--- src/rtl/tmu_pkg.sv ---
package tmu_pkg;
  localparam int NUM_FIELDS = 5;
  localparam int IDX_W = 3;

  typedef enum logic [IDX_W-1:0] {
    FLD_INST = 3'd0,
    FLD_PC   = 3'd1,
    FLD_NPC  = 3'd2,
    FLD_ADDR = 3'd3,
    FLD_DATA = 3'd4
  } field_e;

  localparam logic [3:0] THR_ADDR = 4'hF;
endpackage

--- src/rtl/tmu_cfg_regs.sv ---
module tmu_cfg_regs
  import tmu_pkg::*;
#(
  parameter int W     = 32,
  parameter int CNT_W = 16
) (
  input  logic                           clk,
  input  logic                           rst_n,
  input  logic                           we,
  input  logic [3:0]                     addr,
  input  logic [W-1:0]                   wdata,
  input  logic                           clear,
  output logic [NUM_FIELDS-1:0][W-1:0]   pat,
  output logic [NUM_FIELDS-1:0][W-1:0]   msk,
  output logic [CNT_W-1:0]               thr
);
  for (genvar f = 0; f < NUM_FIELDS; f++) begin : g_fld
    always_ff @(posedge clk or negedge rst_n) begin
      if (!rst_n) begin
        pat[f] <= '0;
        msk[f] <= '0;
      end else if (clear) begin
        pat[f] <= '0;
        msk[f] <= '0;
      end else if (we && addr[IDX_W-1:0] == IDX_W'(f)) begin
        if (addr[3]) msk[f] <= wdata;
        else         pat[f] <= wdata;
      end
    end
  end

  always_ff @(posedge clk or negedge rst_n) begin
    if (!rst_n)                       thr <= '0;
    else if (clear)                   thr <= '0;
    else if (we && addr == THR_ADDR)  thr <= wdata[CNT_W-1:0];
  end
endmodule

--- src/rtl/tmu_field_cmp.sv ---
module tmu_field_cmp #(
  parameter int W = 32
) (
  input  logic [W-1:0] value,
  input  logic [W-1:0] pattern,
  input  logic [W-1:0] mask,
  output logic         hit
);
  assign hit = ((value ^ pattern) & mask) == '0;
endmodule

--- src/rtl/tmu_counter.sv ---
module tmu_counter #(
  parameter int CNT_W = 16
) (
  input  logic             clk,
  input  logic             rst_n,
  input  logic             clear,
  input  logic             hit,
  input  logic [CNT_W-1:0] thr,
  output logic [CNT_W-1:0] count,
  output logic             fire
);
  assign fire = hit && (count >= thr);

  always_ff @(posedge clk or negedge rst_n) begin
    if (!rst_n)      count <= '0;
    else if (clear)  count <= '0;
    else if (fire)   count <= '0;
    else if (hit)    count <= count + 1'b1;
  end
endmodule

--- src/rtl/trace_match_unit.sv ---
module trace_match_unit
  import tmu_pkg::*;
#(
  parameter int W       = 32,
  parameter int CNT_W   = 16,
  parameter int ID_W    = 3,
  parameter int UNIT_ID = 0
) (
  input  logic            clk,
  input  logic            rst_n,
  input  logic            cfg_we,
  input  logic [3:0]      cfg_addr,
  input  logic [W-1:0]    cfg_wdata,
  input  logic            cfg_clear,
  input  logic            tr_valid,
  output logic            tr_ready,
  input  logic [W-1:0]    tr_inst,
  input  logic [W-1:0]    tr_pc,
  input  logic [W-1:0]    tr_npc,
  input  logic [W-1:0]    tr_addr,
  input  logic [W-1:0]    tr_data,
  output logic            pkt_valid,
  input  logic            pkt_ready,
  output logic [ID_W-1:0] pkt_id,
  output logic [W-1:0]    pkt_addr,
  output logic [W-1:0]    pkt_data,
  output logic            stall
);
  logic [NUM_FIELDS-1:0][W-1:0] pat, msk, rec;
  logic [NUM_FIELDS-1:0]        fld_hit;
  logic [CNT_W-1:0]             thr, match_cnt;
  logic                         accept, all_hit, fire;

  assign rec[FLD_INST] = tr_inst;
  assign rec[FLD_PC]   = tr_pc;
  assign rec[FLD_NPC]  = tr_npc;
  assign rec[FLD_ADDR] = tr_addr;
  assign rec[FLD_DATA] = tr_data;

  tmu_cfg_regs #(.W(W), .CNT_W(CNT_W)) u_cfg (
    .clk(clk), .rst_n(rst_n), .we(cfg_we), .addr(cfg_addr),
    .wdata(cfg_wdata), .clear(cfg_clear), .pat(pat), .msk(msk), .thr(thr)
  );

  for (genvar f = 0; f < NUM_FIELDS; f++) begin : g_cmp
    tmu_field_cmp #(.W(W)) u_cmp (
      .value(rec[f]), .pattern(pat[f]), .mask(msk[f]), .hit(fld_hit[f])
    );
  end

  assign all_hit  = &fld_hit;
  assign stall    = pkt_valid && !pkt_ready;
  assign tr_ready = !stall;
  assign accept   = tr_valid && tr_ready;

  tmu_counter #(.CNT_W(CNT_W)) u_cnt (
    .clk(clk), .rst_n(rst_n), .clear(cfg_clear),
    .hit(accept && all_hit && !cfg_clear), .thr(thr),
    .count(match_cnt), .fire(fire)
  );

  assign pkt_id = ID_W'(UNIT_ID);

  always_ff @(posedge clk or negedge rst_n) begin
    if (!rst_n) begin
      pkt_valid <= 1'b0;
      pkt_addr  <= '0;
      pkt_data  <= '0;
    end else if (fire) begin
      pkt_valid <= 1'b1;
      pkt_addr  <= tr_addr;
      pkt_data  <= tr_data;
    end else if (pkt_ready) begin
      pkt_valid <= 1'b0;
    end
  end
endmodule

--- config.mk ---
export PLATFORM = sky130hd
export DESIGN_NAME = trace_match_unit
export DESIGN_NICKNAME = d
export VERILOG_FILES = /design/src/rtl/tmu_pkg.sv /design/src/rtl/tmu_cfg_regs.sv /design/src/rtl/tmu_field_cmp.sv /design/src/rtl/tmu_counter.sv /design/src/rtl/trace_match_unit.sv
export SDC_FILE = /design/constraint.sdc
export NUM_CORES = 1
export LEC_CHECK = 0
export BUFFER_PORTS_ARGS = -buffer_cell sky130_fd_sc_hd__buf_2
export CAP_MARGIN = 20
export CORE_MARGIN = 4
export CORE_UTILIZATION = 43
export CTS_CLUSTER_DIAMETER = 150
export DETAILED_ROUTE_END_ITERATION = 8
export PLACE_DENSITY = 0.61
export SYNTH_ARGS = -nofsm -noshare
export SYNTH_HDL_FRONTEND = slang
export SYNTH_SLANG_ARGS = --single-unit
--- constraint.sdc ---
create_clock -name clk -period 3.15 [get_ports clk]
set_input_delay 0.315 -clock clk [delete_from_list [all_inputs] [get_ports clk]]
set_output_delay 0.315 -clock clk [all_outputs]
set_load 0.05 [all_outputs]
* After elaboration in Yosys (flattened, before gate mapping) *
Index checks and enable logic that the tools add are counted.

storage, ports and cells
  bits in registers = 417
  input bits = 202
  output and inout bits = 70
  logic and storage cells = 102

operators by class
  add/subtract/negate cells = 1
  $lt $le $gt $ge = 1
  equal/unequal tests = 6
  muxes and demuxes = 29
  bitwise gates (word level) = 10
  reductions and logical operators = 40

operators with widths
  kind                                                             number
  32-bit two-way mux                                               22
  32-bit bitwise AND                                               5
  32-bit logical NOT                                               5
  32-bit XOR                                                       5
  16-bit two-way mux                                               5
  2-bit AND reduction                                              10
  16-bit by 1-bit adder with 16-bit output, second input constant  1
  16-bit greater-or-equal comparator                               1
  2-bit nonzero test                                               8
  1-bit logical AND                                                11
  3-bit by 2-bit == test with 1-bit output, second input constant  2
  5-bit AND reduction                                              1
  4-bit == test, second input constant                             1
  3-bit by 1-bit == test with 1-bit output, second input constant  1
  3-bit == test, second input constant                             1
  1-bit logical NOT                                                3
  3-bit logical NOT                                                1
  3-bit nonzero test                                               1
  1-bit two-way mux                                                2
  2-bit by 1-bit != test with 1-bit output, second input constant  1

* Longest topological paths before layout *
Gate-level depths: netlist (run 1).

  depth after elaboration = 9
  mapped depth = 11
  depth with buffers taken out = 9

* By module *
From an unflattened synthesis (run 1), not the netlist that was laid out.

unflattened totals
  cells, all modules = 1731
  area, all modules = 20860.0 µm²

modules (own cells, without submodules)
  module            times used  cells an instance  area an instance (µm²)  seq. area each (µm²)
  tmu_cfg_regs      1           1167               14641.5                 8408.1
  trace_match_unit  1           146                2665.1                  1626.6
  tmu_field_cmp     5           53                 437.9                   0.0
  tmu_counter       1           153                1363.8                  400.4

* Worst setup path after synthesis (run 1) *
OpenSTA, ideal clock, no wires.

  path kind = register -> register
  from = register pkt_valid
  to = register pkt_addr[0]
  data arrival time = 3076 ps
  slack = -54 ps
  cell stages (with the launch flop) = 11
  path buffers = 2
  clock period less this slack = 3204 ps
  path through = dfrtp_1 nand2b_1 inv_2 a211oi_1 nand3_1 nor4_1 nand4_1 nor3_1 buf_2 buf_4 mux2_1

between the ends
  word-level cells in the longest chain between the ends = 6

ends and longest elaborated chain
  what                             RTL line                text
  start: declaration               trace_match_unit.sv:22  output logic pkt_valid,
  start signal: assignment         trace_match_unit.sv:66  pkt_valid <= 1'b0;
  start signal: assignment         trace_match_unit.sv:70  pkt_valid <= 1'b1;
  start signal: assignment         trace_match_unit.sv:74  pkt_valid <= 1'b0;
  1-bit logical AND                trace_match_unit.sv:52  assign stall = pkt_valid && !pkt_ready;
  1-bit logical NOT                trace_match_unit.sv:53  assign tr_ready = !stall;
  via tr_ready                     trace_match_unit.sv:16  output logic tr_ready,
  1-bit logical AND                trace_match_unit.sv:54  assign accept = tr_valid && tr_ready;
  1-bit logical AND (2 in series)  trace_match_unit.sv:58  .hit(accept && all_hit && !cfg_clear), .thr(thr),
  1-bit logical AND                tmu_counter.sv:12       assign fire = hit && (count >= thr);
  end signal: assignment           trace_match_unit.sv:71  pkt_addr <= tr_addr;
  end: declaration                 trace_match_unit.sv:25  output logic [W-1:0] pkt_addr,

The timed path passes the listed nets, and every way through them passes these cells.
A chain may end at the register's enable or synchronous reset.

* Worst setup path in the final report (run 1) *
  from = register u_cfg.pat[38] (netlist name)
  to = register pkt_addr[7]

between the ends
  word-level cells in the longest chain between the ends = 7

ends and longest elaborated chain
  what                              RTL line                text
  start: declaration                tmu_cfg_regs.sv:13      output logic [NUM_FIELDS-1:0][W-1:0] pat,
  start signal: indexed assignment  tmu_cfg_regs.sv:27      else pat[f] <= wdata;
  32-bit XOR                        tmu_field_cmp.sv:9      assign hit = ((value ^ pattern) & mask) == '0;
  32-bit bitwise AND                tmu_field_cmp.sv:9
  32-bit logical NOT                tmu_field_cmp.sv:9
  5-bit AND reduction               trace_match_unit.sv:51  assign all_hit = &fld_hit;
  1-bit logical AND (2 in series)   trace_match_unit.sv:58
  1-bit logical AND                 tmu_counter.sv:12

No other way between the ends.

==> qor.tcl, run 1 <==
set qor(outcome) {complete, no violations}
set qor(final_hold_viol_count) 0
set qor(p_per_area_nw_per_um2) 574.5
set qor(critical_path.max_fanout) 23
set qor(synth-seq-area-share) 0.5804
set qor(first_global_vias) 13820
set qor(place.gp.congestion) 0.8433
set qor(insertion_delay_ns) 0.57
set qor(cts_max_path_buffers) 3
set qor(totalWireLength_um) 55170
set qor(yosys.area.top_type_share) 0.5804
set qor(worstPathBufferInverterCount) 1
set qor(tightest_slew_ns) 0.8645
set qor(routed_via_density) 5.334
set qor(fp-row-count) 74
set qor(layout-drive-gt1-share) 0.1853
set qor(cts_buffers) 45
set qor(arrival_ns) 3.47
set qor(place.detailed.instances) 2476
set qor(postSynth.asyncResetShare) 1.000
set qor(power.sequential.fraction) 0.468
set qor(relSlewSlack) 0.4224
set qor(totalNegativeSetupSlack_ns) 0
set qor(dp.final_hpwl_um) 39370
set qor(finalMaxSlewViolations) 0
set qor(count_of_final_setup_violators) 0
set qor(grt_first_pass_wirelength_um) 84080
set qor(critical-path-top-delay-family) {simple AND/OR/NAND/NOR gates}
set qor(register_area_um2) 10440
set qor(cts-htree-levels) 2
set qor(grt_start_max_net_pins) 77
set qor(combPwrFrac) 0.116
set qor(finish.net_count) 2247
set qor(critical_path_required_ns) 3.59
set qor(min_period_ns) 3.026
set qor(cts_root_buffer) {clkbuf_16}
set qor(cts_num_sinks) 417
set qor(worst_path_max_delay_cell) {a211oi_2}
set qor(critPathLaunchType) {register}
set qor(postLayoutCellArea_um2) 21980
set qor(power.share.clock) 0.416
set qor(floorplan.io_pins) 272
set qor(final_antenna_net_count) 0
set qor(drt-initial-drc-count) 945
set qor(min_path_type) {in -> reg}
set qor(final_routed_wire_length_divided_by_cell_count_um) 21.26
set qor(vias) 13840
set qor(synth-warning-count) 0
set qor(max-vdd-ir-drop_uv) 381.6
set qor(internal_power_mw) 9.324
set qor(critical-path-max-stage-delay_ns) 0.42
set qor(grt_remaining_overflow) 0
set qor(area.growth.synth_to_final_pct) 22.26
set qor(maximum_clock_frequency_mhz) 330.5
set qor(postPlaceCellArea_um2) 20100
set qor(p_total_mw) 12.63
set qor(total_leakage_power_nw) 10.68
set qor(synth_flop_cell) {dfrtp_1}
set qor(antenna_found_initial) 3
set qor(floorplan.core_area_um2) 41110
set qor(synth_enable_flop_cells) 0
set qor(cts_tree) {yes}
set qor(post_synth_instance_area_um2) 17980
set qor(postSynthRegisterBits) 417
set qor(timing.final.crit_share) 0.9607
set qor(distinct_cell_type_count_of_the_synthesized_netlist) 48
set qor(power.net_switching_mw) 3.304
set qor(detail_route.first_pass.iterations) 5
set qor(count_of_maximum_capacitance_violations) 0
set qor(synth.area.top_cells) {dfrtp_1, o21ai_0, nand2_1}
set qor(overall_die_height_um) 212.5
set qor(ordered_cell_list_for_the_critical_path) {xor2_1 -> a211oi_2 -> nand3_1 -> nor4_2 -> nand4_1 -> nor3_4 -> buf_6 -> mux2_1}
set qor(swShare) 0.2616
set qor(n_fill_cell) 3769
set qor(grt_use_total) 0.2455
set qor(netlist_instances) 1737
set qor(clkTransAtPathRegs_ns) 0.06
set qor(finalClockSkew_ns) 0.01270
set qor(design.die.area_um2) 45150
set qor(multi_input_area_um2) 7247
set qor(synthesis.area_per_instance_um2) 10.35
set qor(type_of_element_capturing_the_critical_path) {register}
set qor(die_width_um) 212.5
set qor(floorplan.initialDensity) 0.4373
set qor(rsz0062_at_grt) {no}
set qor(post_layout_nonfiller_instances) 2595
set qor(drcViolationCount) 0
set qor(synth_top_cell_by_area) {dfrtp_1}
set qor(critical_path_class) {reg -> reg}
set qor(io_buffers) 268
## worst reg2reg max path: cells and delay by family (launching register included)
kind	cells	cell delay, ns
AOI/OAI and AO/OA	1	0.42
xor gates and xnor gates	1	0.21
buffers and inverters	1	0.29
DFF	1	0.39
muxes	1	0.37
and+or+nand+nor	4	1.24
## per-stage QoR
step | utilization | hold slack, ns | setup slack (ns)
detailed placement | 0.4889 | 0.3587 | -0.2380
finish | 0.5347 | 0.02083 | 0.1239
CTS | 0.5341 | 0.001360 | 0.0008202
floorplan | - | 0.01941 | 0.1801
global route | 0.5347 | 0.009402 | 0.03446
global placement | 0.4889 | 0.3538 | -0.1511
## synth_stat cells, drive strengths merged (3+ instances only)
cell    instances
ha             17
a21oi          24
inv            19
mux2           65
o211ai          3
a31oi           9
nor2b           6
or4b            3
nand4          21
or4            10
o311ai         10
clkbuf         82
buf            11
o21ai         328
dfrtp         417
and3            8
nor4            6
nor2           14
nand2         398
o31ai           3
nand3          14
a22oi          74
nor3            4
a21o            3
xor2          160
## flip-flops by register name, indices dropped and copies added (netlist names)
name / cells
u_cfg.msk: 160
u_cfg.pat: 160
pkt_addr: 32
pkt_data: 32
u_cfg.thr: 16
u_cnt.count: 16
pkt_valid: 1
## worst paths after layout
path	start	endpoint	slack (ns)	depth (start not counted)
setup / recovery	u_cfg.pat[38]$_DFFE_PN0P_	pkt_addr[7]$_DFFE_PN0P_	0.12	8
hold / removal	tr_data[24]	pkt_data[24]$_DFFE_PN0P_	0.02	2
setup reg to reg	u_cfg.pat[38]$_DFFE_PN0P_	pkt_addr[7]$_DFFE_PN0P_	0.12	8
hold reg to reg	pkt_addr[14]$_DFFE_PN0P_	pkt_addr[14]$_DFFE_PN0P_	0.48	1
max in group asynchronous	rst_n	pkt_addr[31]$_DFFE_PN0P_	1.95	3
min in group asynchronous	rst_n	pkt_addr[2]$_DFFE_PN0P_	0.34	2
## cell families (layout without fill, tap and decap cells)
family,Yosys count,in the layout,share of synthesized area
buffers and inverters,114,437,0.02561
adders and majority gates,17,17,0.01183
DFF,417,417,0.5804
muxes,65,65,0.04071
and+or+nand+nor,496,496,0.1160
other,1,4,0.0002086
xor gates and xnor gates,160,160,0.07795
AOI/OAI and AO/OA,467,467,0.1473
## metal layers
metal	vias to the layer above	part of all wire	track usage
li1	6567	-	-
met2	424	0.46	0.3911
met5	-	0	0
met3	78	0.073	0.05725
met1	6773	0.44	0.3409
met4	0	0.026	0.06730
## cells in the final DEF (no fill, tap or decap), types with 3 or more instances in the layout
cell           instances
a21o_1                 3
a21oi_1               18
a21oi_4                6
a22oi_1               74
a31oi_1                6
a31oi_4                3
and3_1                 8
buf_12                 9
buf_2                267
buf_4                 18
clkbuf_1              13
clkbuf_16             47
clkbuf_8              16
clkinv_2               3
conb_1                 3
dfrtp_1              417
dlygate4sd3_1         37
ha_1                  17
inv_1                 18
mux2_1                65
nand2_1              398
nand3_1               14
nand4_1               21
nor2_1                14
nor2b_1                6
nor3_1                 3
nor4_1                 5
o21ai_0              319
o21ai_1                9
o311ai_0               5
o311ai_1               5
o31ai_1                3
or4_1                 10
or4b_1                 3
xor2_1               160
## what timing repair did
action,CTS,global route
hold endpoints to repair,104,0
cloned,0,0
hold buffers,37,0
setup endpoints to repair,65,64
resized for setup,2,6
setup buffers,0,0
## area by class of cell
class / instances / area share
inverter: 21 / 0.003586
clock buffer: 76 / 0.06574
tap: 532 / 0.03028
multi-input combinational: 1208 / 0.3297
antenna: 1 / 0.0001138
clock inverter: 5 / 0.001480
sequential: 417 / 0.4747
timing repair buffer: 335 / 0.09438
## power groups by stage
stage               clock, mW  sequential [mW]  combinational [mW]
floorplan                   0             5.95               0.738
global placement            0             5.99                1.41
detailed placement          0             6.00                1.43
CTS                      5.35             5.90                1.48
global route             5.60             5.95                1.63
finish                   5.25             5.90                1.47
Note: power is estimated with default switching activity, not from simulation.
==> run 2: changes to the inputs <==
Settings changed: PLACE_DENSITY 0.61 to 0.6, SYNTH_HIERARCHICAL set to 1.
==> qor.tcl, run 2 <==
set qor(max-vdd-ir-drop_uv) 388.0 ;# +1.7%
set qor(most_frequent_cells_after_synthesis) {dfrtp_1, nand2b_1, mux2i_1}
set qor(fin_hold_ws_ns) 0.03382 ;# +0.01298 ns
set qor(critPathLaunchType) {register}
set qor(utilization) 0.5321 ;# -0.002558
set qor(most_common_cell_after_layout_fill_and_taps_aside) {dfrtp_1}
set qor(min_path_type) {in -> reg}
set qor(synth_top_cell_by_area) {dfrtp_1}
set qor(synth_enable_flop_cells) 0 ;# unchanged
set qor(globalRouteMet3Util) 0.04316 ;# -0.01409
set qor(area.growth.synth_to_final_pct) 22.06
set qor(synth-warning-count) 6 ;# +6
set qor(rsz0062_at_grt) {yes}
set qor(detail_route.first_pass.iterations) 4 ;# -1
set qor(antenna_found_initial) 3 ;# unchanged
set qor(netlist_instances) 1731 ;# -0.35%
set qor(final_hold_viol_count) 0 ;# unchanged
set qor(drcViolationCount) 0 ;# unchanged
set qor(grt_start_max_net_pins) 212 ;# +180%
set qor(layout-drive-gt1-share) 0.2551 ;# +0.06980
set qor(postSynth.asyncResetShare) 1.000 ;# unchanged
set qor(synth.area.top_cells) {dfrtp_1, mux2i_1, nand2b_1}
set qor(largestRegisters) {u_cfg/msk: 160 flops, u_cfg/pat: 160 flops}
set qor(fp-row-count) 80 ;# +8.1%
set qor(post_layout_nonfiller_instances) 2695 ;# +3.9%
set qor(floorplan.io_pins) 272 ;# unchanged
set qor(yosys.area.top_type_share) 0.5002 ;# -0.08018
set qor(maximum_clock_frequency_mhz) 312.3 ;# -5.5%
set qor(distinct_cell_type_count_of_the_synthesized_netlist) 54 ;# +13%
set qor(routed_via_density) 5.203 ;# -2.5%
set qor(drt-initial-drc-count) 871 ;# -7.8%
set qor(grt_use_total) 0.2225 ;# -0.02303
set qor(critical_path_class) {reg -> reg}
set qor(synth_flop_cell) {dfrtp_1}
set qor(vias) 14020 ;# +1.3%
set qor(cts_num_sinks) 417 ;# unchanged
set qor(cts_root_buffer) {clkbuf_16}
set qor(violations) {setup timing}
set qor(grt-busiest-layer) {met2}
set qor(place.gp.congestion) 0.8494 ;# +0.72%
set qor(floorplan.core_area_um2) 47850 ;# +16%
set qor(final_routed_wire_length_divided_by_cell_count_um) 22.14 ;# +4.1%
set qor(tightest_slew_ns) 1.079 ;# +0.2150 ns
set qor(die_width_um) 228.3 ;# +7.4%
set qor(postSynthRegisterBits) 417 ;# unchanged
set qor(p_per_area_nw_per_um2) 615.2 ;# +7.1%
set qor(count_of_final_setup_violators) 7 ;# +7
set qor(count_of_maximum_capacitance_violations) 0 ;# unchanged
set qor(total_leakage_power_nw) 13.87 ;# +30%
set qor(type_of_element_capturing_the_critical_path) {register}
set qor(place.detailed.instances) 2557 ;# +3.3%
set qor(timing.final.crit_share) 1.016 ;# +0.05577
set qor(arrival_ns) 3.71 ;# +0.24 ns
set qor(n_fill_cell) 4148 ;# +10%
set qor(floorplan.initialDensity) 0.4360 ;# -0.001349
set qor(critical_path.max_fanout) 6 ;# -74%
set qor(relSlewSlack) 0.2778 ;# -0.1446
set qor(outcome) {finished with violations}
set qor(synth-seq-area-share) 0.5002 ;# -0.08018
set qor(synthesis.area_per_instance_um2) 12.05 ;# +16%
set qor(final_antenna_net_count) 0 ;# unchanged
set qor(min_period_ns) 3.202 ;# +0.1757 ns
set qor(first_global_vias) 14950 ;# +8.2%
set qor(io_buffers) 268 ;# unchanged
set qor(grt_util_met1) 0.3046 ;# -0.03623
set qor(cts_tree) {yes}
set qor(cts-htree-levels) 2 ;# unchanged
set qor(clkTransAtPathRegs_ns) 0.06 ;# about the same
set qor(cts_max_path_buffers) 3 ;# unchanged
set qor(finalMaxSlewViolations) 0 ;# unchanged
set qor(dp.final_hpwl_um) 38360 ;# -2.6%
set qor(insertion_delay_ns) 0.59 ;# +0.02 ns
set qor(use_met2) 0.3551 ;# -0.03600
set qor(cts_buffers) 47 ;# +4.4%
set qor(grt_remaining_overflow) 0 ;# unchanged
set qor(finalClockSkew_ns) 0.02249 ;# +0.009794 ns
set qor(grt_first_pass_wirelength_um) 90310 ;# +7.4%
set qor(commonest_cells_after_routing_fill_and_taps_aside) {dfrtp_1, nand2b_1, mux2i_1}
set qor(overall_die_height_um) 228.3 ;# +7.4%
set qor(critical_path_required_ns) 3.66 ;# +0.07 ns
set qor(post_synth_instance_area_um2) 20860 ;# +16%
set qor(post-route-worst-setup-slack_ns) -0.05180 ;# -0.1757 ns
set qor(design.die.area_um2) 52100 ;# +15%
set qor(finish.net_count) 2262 ;# +0.67%
set qor(totalWireLength_um) 59670 ;# +8.2%
set qor(synthMostInstantiatedCell) {dfrtp_1}
-- run 2: cell types whose count changed in the layout (fill, tap and decap cells not counted), moves of 13 or more --
cell,delta
nand2_1,-380
nand2b_1,+369
mux2i_1,+336
o21ai_0,-317
mux2_1,-65
mux2_4,+58
buf_4,+39
a21oi_1,-13
-- run 2: power by group --
group / switching [mW] / internal (mW)
logic: 2.47 / 1.28
registers: 0.272 / 5.83
clock network: 2.25 / 3.56
-- run 2: worst paths after layout --
kind | from | end | slack [ns] | cells after the start
hold / removal | tr_data[25] | pkt_data[25]$_DFFE_PN0P_ | 0.03 | 2
setup / recovery | u_cfg/pat[125]$_DFFE_PN0P_ | u_cnt/count[6]$_DFFE_PN0P_ | -0.05 | 11
max in group asynchronous | rst_n | u_cfg/msk[76]$_DFFE_PN0P_ | 1.93 | 3
min in group asynchronous | rst_n | u_cfg/pat[40]$_DFFE_PN0P_ | 0.30 | 2
hold reg to reg | pkt_data[1]$_DFFE_PN0P_ | pkt_data[1]$_DFFE_PN0P_ | 0.51 | 1
setup reg to reg | u_cfg/pat[125]$_DFFE_PN0P_ | u_cnt/count[6]$_DFFE_PN0P_ | -0.05 | 11
-- run 2: metal layers --
layer | share of wire | wire [um]
met1 | 0.45 | 26820
met2 | 0.47 | 27800
met3 | 0.046 | 2746
met4 | 0.039 | 2306
met5 | 0 | 0
-- run 2: area by class of cell --
type / instances / area (um2) / share of cell area
Clock inverter: 15 / 240.2 / 0.009435
Multi-Input combinational cell: 1175 / 9962 / 0.3913
Sequential cell: 417 / 10440 / 0.4098
Timing Repair Buffer: 383 / 2577 / 0.1012
Tap cell: 615 / 769.5 / 0.03022
Clock buffer: 69 / 1400 / 0.05499
Inverter: 19 / 71.32 / 0.002801
Antenna cell: 2 / 5.005 / 0.0001966
-- run 2: per-stage QoR --
stage	power, mW	area [um2]	setup TNS, ns	setup WS, ns
5_1_grt	16.27	25460	-4.410	-0.1990
3_3_place_gp	9.774	23030	-9.456	-0.2783
4_1_cts	15.76	25080	0	0.008149
6_report	15.66	25460	-0.1924	-0.05180
3_5_place_dp	9.823	23030	-12.05	-0.3178
2_1_floorplan	8.675	20870	0	0.3686
-- run 2: critical path: stages, from the launching register on --
cell and delay, ns:
dfrtp_1 0.38, xor2_1 0.16, a22oi_1 0.28, nand4_1 0.21, nor4_4 0.45, nand3_2 0.17, nor3_2 0.21, or3b_1 0.36
or3b_4 0.43, clkbuf_16 0.19, o21ai_1 0.15, a21o_1 0.13
-- run 2: logic make-up (layout without fill, tap and decap cells) --
| group | after synthesis | in the layout | synth area share |
|---|---|---|---|
| adder cells (fa/ha/maj) | 17 | 17 | 0.01020 |
| AO/OA/AOI/OAI | 121 | 121 | 0.04229 |
| XOR/XNOR | 160 | 160 | 0.06718 |
| buffers and inverters | 141 | 486 | 0.03185 |
| AND/OR/NAND/NOR | 473 | 473 | 0.1429 |
| multiplexers | 401 | 401 | 0.2051 |
| flip-flops | 417 | 417 | 0.5002 |
| other | 1 | 5 | 0.0001798 |
-- run 2: timing repair --
| action | in CTS | in global routing |
|---|---|---|
| buffers inserted | 0 | 10 |
| cloned | 0 | 5 |
| hold buffers | 36 | 1 |
| resized for setup | 8 | 38 |
| setup endpoints to repair | 70 | 46 |
| pin swaps | 12 | 13 |
| endpoints found under the hold margin | 98 | 1 |
==> run 3: changes to the inputs <==
Settings changed: SETUP_SLACK_MARGIN set to 0.15, SLEW_MARGIN set to 20.
==> qor.tcl, run 3 (synthesis results as in run 2) <==
set qor(outcome) {finished with violations}
set qor(violations) {setup timing}
set qor(worstPathBufferInverterCount) 4 ;# +3
set qor(grt_remaining_overflow) 0 ;# unchanged
set qor(min_path_type) {in -> reg}
set qor(critical_path_required_ns) 3.61 ;# -0.05 ns
set qor(route.met3.wl_um) 3073 ;# +12%
set qor(critPathLaunchType) {register}
set qor(worst_path_max_delay_cell) {nor4_4}
set qor(cts-htree-levels) 2 ;# unchanged
set qor(post-route-worst-setup-slack_ns) -0.05690 ;# -0.005099 ns
set qor(cts_num_sinks) 417 ;# unchanged
set qor(met1Wirelength_um) 26630 ;# -0.71%
set qor(ordered_cell_list_for_the_critical_path) {xor2_1 -> a22oi_1 -> nand4_1 -> nor4_4 -> nand3_2 -> nor3_2 -> buf_4 -> buf_6 -> a21boi_4 -> buf_12 -> clkbuf_16 -> mux2_4}
set qor(finalMaxSlewViolations) 0 ;# unchanged
set qor(drt-initial-drc-count) 915 ;# +5.1%
set qor(detailedPlace.worstSlack_ns) -0.3178 ;# unchanged
set qor(p_per_area_nw_per_um2) 616.1 ;# +0.15%
set qor(cts_tree) {yes}
set qor(routed_wire_length_on_met2_um) 27610 ;# -0.69%
set qor(place.detailed.instances) 2557 ;# unchanged
set qor(overall_die_height_um) 228.3 ;# unchanged
set qor(whs_path_depth) 2 ;# unchanged
set qor(post_layout_nonfiller_instances) 2692 ;# -0.11%
set qor(arrival_ns) 3.66 ;# -0.05 ns
set qor(register_area_um2) 10440 ;# unchanged
set qor(most_common_cell_after_layout_fill_and_taps_aside) {dfrtp_1}
set qor(relSlewSlack) 0.2847 ;# +0.006812
set qor(critical_path.max_fanout) 8 ;# +2
set qor(layout-drive-gt1-share) 0.2535 ;# -0.001559
set qor(worstSetupPathDepth) 12 ;# +1
set qor(finish.net_count) 2259 ;# -0.13%
set qor(count_of_maximum_capacitance_violations) 0 ;# unchanged
set qor(rsz0062_at_grt) {yes}
set qor(final_antenna_net_count) 0 ;# unchanged
set qor(total_leakage_power_nw) 13.87 ;# about the same
set qor(io_buffers) 268 ;# unchanged
set qor(dp.final_hpwl_um) 38360 ;# unchanged
set qor(n_fill_cell) 4149 ;# +0.024%
set qor(die_width_um) 228.3 ;# unchanged
set qor(maximum_clock_frequency_mhz) 311.8 ;# -0.16%
set qor(floorplan.initialDensity) 0.4360 ;# unchanged
set qor(max-vdd-ir-drop_uv) 387.8 ;# about the same
set qor(largestRegisters) {u_cfg/msk: 160 flops, u_cfg/pat: 160 flops}
set qor(critical-path-top-delay-family) {simple AND/OR/NAND/NOR gates}
set qor(routed_via_density) 5.205 ;# about the same
set qor(final_routed_wire_length_divided_by_cell_count_um) 22.13 ;# about the same
set qor(area.growth.synth_to_final_pct) 22.14 ;# about the same
set qor(top_layer) {met4}
set qor(critical-path-max-stage-delay_ns) 0.46 ;# about the same
set qor(vias) 14010 ;# -0.071%
set qor(multi_input_area_um2) 9975 ;# +0.13%
set qor(commonest_cells_after_routing_fill_and_taps_aside) {dfrtp_1, nand2b_1, mux2i_1}
set qor(grt_use_total) 0.2231 ;# +0.0006154
set qor(detail_route.first_pass.iterations) 5 ;# +1
set qor(antenna_found_initial) 3 ;# unchanged
set qor(floorplan.io_pins) 272 ;# unchanged
set qor(timing.reg2reg.worst_path_depth) 12 ;# +1
set qor(finalClockSkew_ns) 0.02392 ;# +0.001429 ns
set qor(grt_first_pass_wirelength_um) 90510 ;# +0.22%
set qor(tightest_slew_ns) 1.069 ;# -0.01018 ns
set qor(design.die.area_um2) 52100 ;# unchanged
set qor(totalWireLength_um) 59580 ;# -0.15%
set qor(place.gp.congestion) 0.8494 ;# unchanged
set qor(clkTransAtPathRegs_ns) 0.06 ;# about the same
set qor(first_global_vias) 14970 ;# +0.18%
set qor(drcViolationCount) 0 ;# unchanged
set qor(timing.final.crit_share) 1.018 ;# +0.001619
set qor(grt_start_max_net_pins) 212 ;# unchanged
set qor(type_of_element_capturing_the_critical_path) {register}
set qor(cts_root_buffer) {clkbuf_16}
set qor(insertion_delay_ns) 0.59 ;# about the same
set qor(cts_max_path_buffers) 3 ;# unchanged
set qor(min_period_ns) 3.207 ;# +0.005099 ns
set qor(count_of_final_setup_violators) 62 ;# +55
set qor(cts_buffers) 47 ;# unchanged
set qor(critical_path_class) {reg -> reg}
set qor(fp-row-count) 80 ;# unchanged
set qor(floorplan.core_area_um2) 47850 ;# unchanged
set qor(final_hold_viol_count) 0 ;# unchanged
## run 3: changes by cell type in the layout (fill, tap and decap cells not counted), moves of 2 or more
| cell | before | now |
|---|---|---|
| buf_4 | 57 | 49 |
| mux2_2 | 7 | 0 |
| mux2_4 | 58 | 65 |
| buf_8 | 4 | 9 |
| a22oi_1 | 76 | 72 |
| a22oi_2 | 4 | 8 |
| clkbuf_16 | 53 | 50 |
| a21oi_1 | 5 | 7 |
| a21oi_2 | 3 | 1 |
| buf_16 | 0 | 2 |
## run 3: what timing repair did
item	in CTS	in global routing
setup endpoints to repair	79	77
setup buffers	1	6
hold endpoints to repair	98	1
pin swaps	26	6
resized for setup	23	43
hold buffers	36	1
gates cloned	2	2
## run 3: power by group
part	internal, mW	leakage [nW]	switching (mW)
logic	1.31	7.38	2.47
registers	5.83	5.68	0.276
clock network	3.56	0.812	2.25
total	10.7	13.9	5.00
## run 3: cell type report
type,count,share of cell area
multi-input combinational,1175,0.3915
sequential,417,0.4095
timing repair buffer,380,0.1014
clock buffer,69,0.05495
clock inverter,15,0.009428
inverter,19,0.002799
tap,615,0.03020
antenna,2,0.0001964
## run 3: through the flow
step	setup TNS [ns]	util	total power, mW	hold slack (ns)	area [um2]
5_1_grt	-7.988	0.5325	16.30	0.007286	25480
6_report	-1.724	0.5325	15.70	0.03029	25480
2_1_floorplan	0	-	8.675	0.01941	20870
3_3_place_gp	-9.456	0.4814	9.774	0.3341	23030
4_1_cts	0	0.5263	15.76	0.001034	25180
3_5_place_dp	-12.05	0.4814	9.823	0.3439	23030
## run 3: routing by layer
| metal | GRT usage | up-vias |
|---|---|---|
| met2 | 0.3566 | 366 |
| met4 | 0.07845 | 0 |
| li1 | - | 6495 |
| met1 | 0.3053 | 7052 |
| met3 | 0.04304 | 100 |
| met5 | 0 | - |
## run 3: final timing paths
check	from	endpoint	slack [ns]
max	u_cfg/pat[125]$_DFFE_PN0P_	pkt_data[19]$_DFFE_PN0P_	-0.06
min	tr_data[25]	pkt_data[25]$_DFFE_PN0P_	0.03
max reg2reg	u_cfg/pat[125]$_DFFE_PN0P_	pkt_data[19]$_DFFE_PN0P_	-0.06
min reg2reg	pkt_addr[20]$_DFFE_PN0P_	pkt_addr[20]$_DFFE_PN0P_	0.51
max in group asynchronous	rst_n	u_cfg/msk[76]$_DFFE_PN0P_	1.93
min in group asynchronous	rst_n	u_cfg/pat[40]$_DFFE_PN0P_	0.29
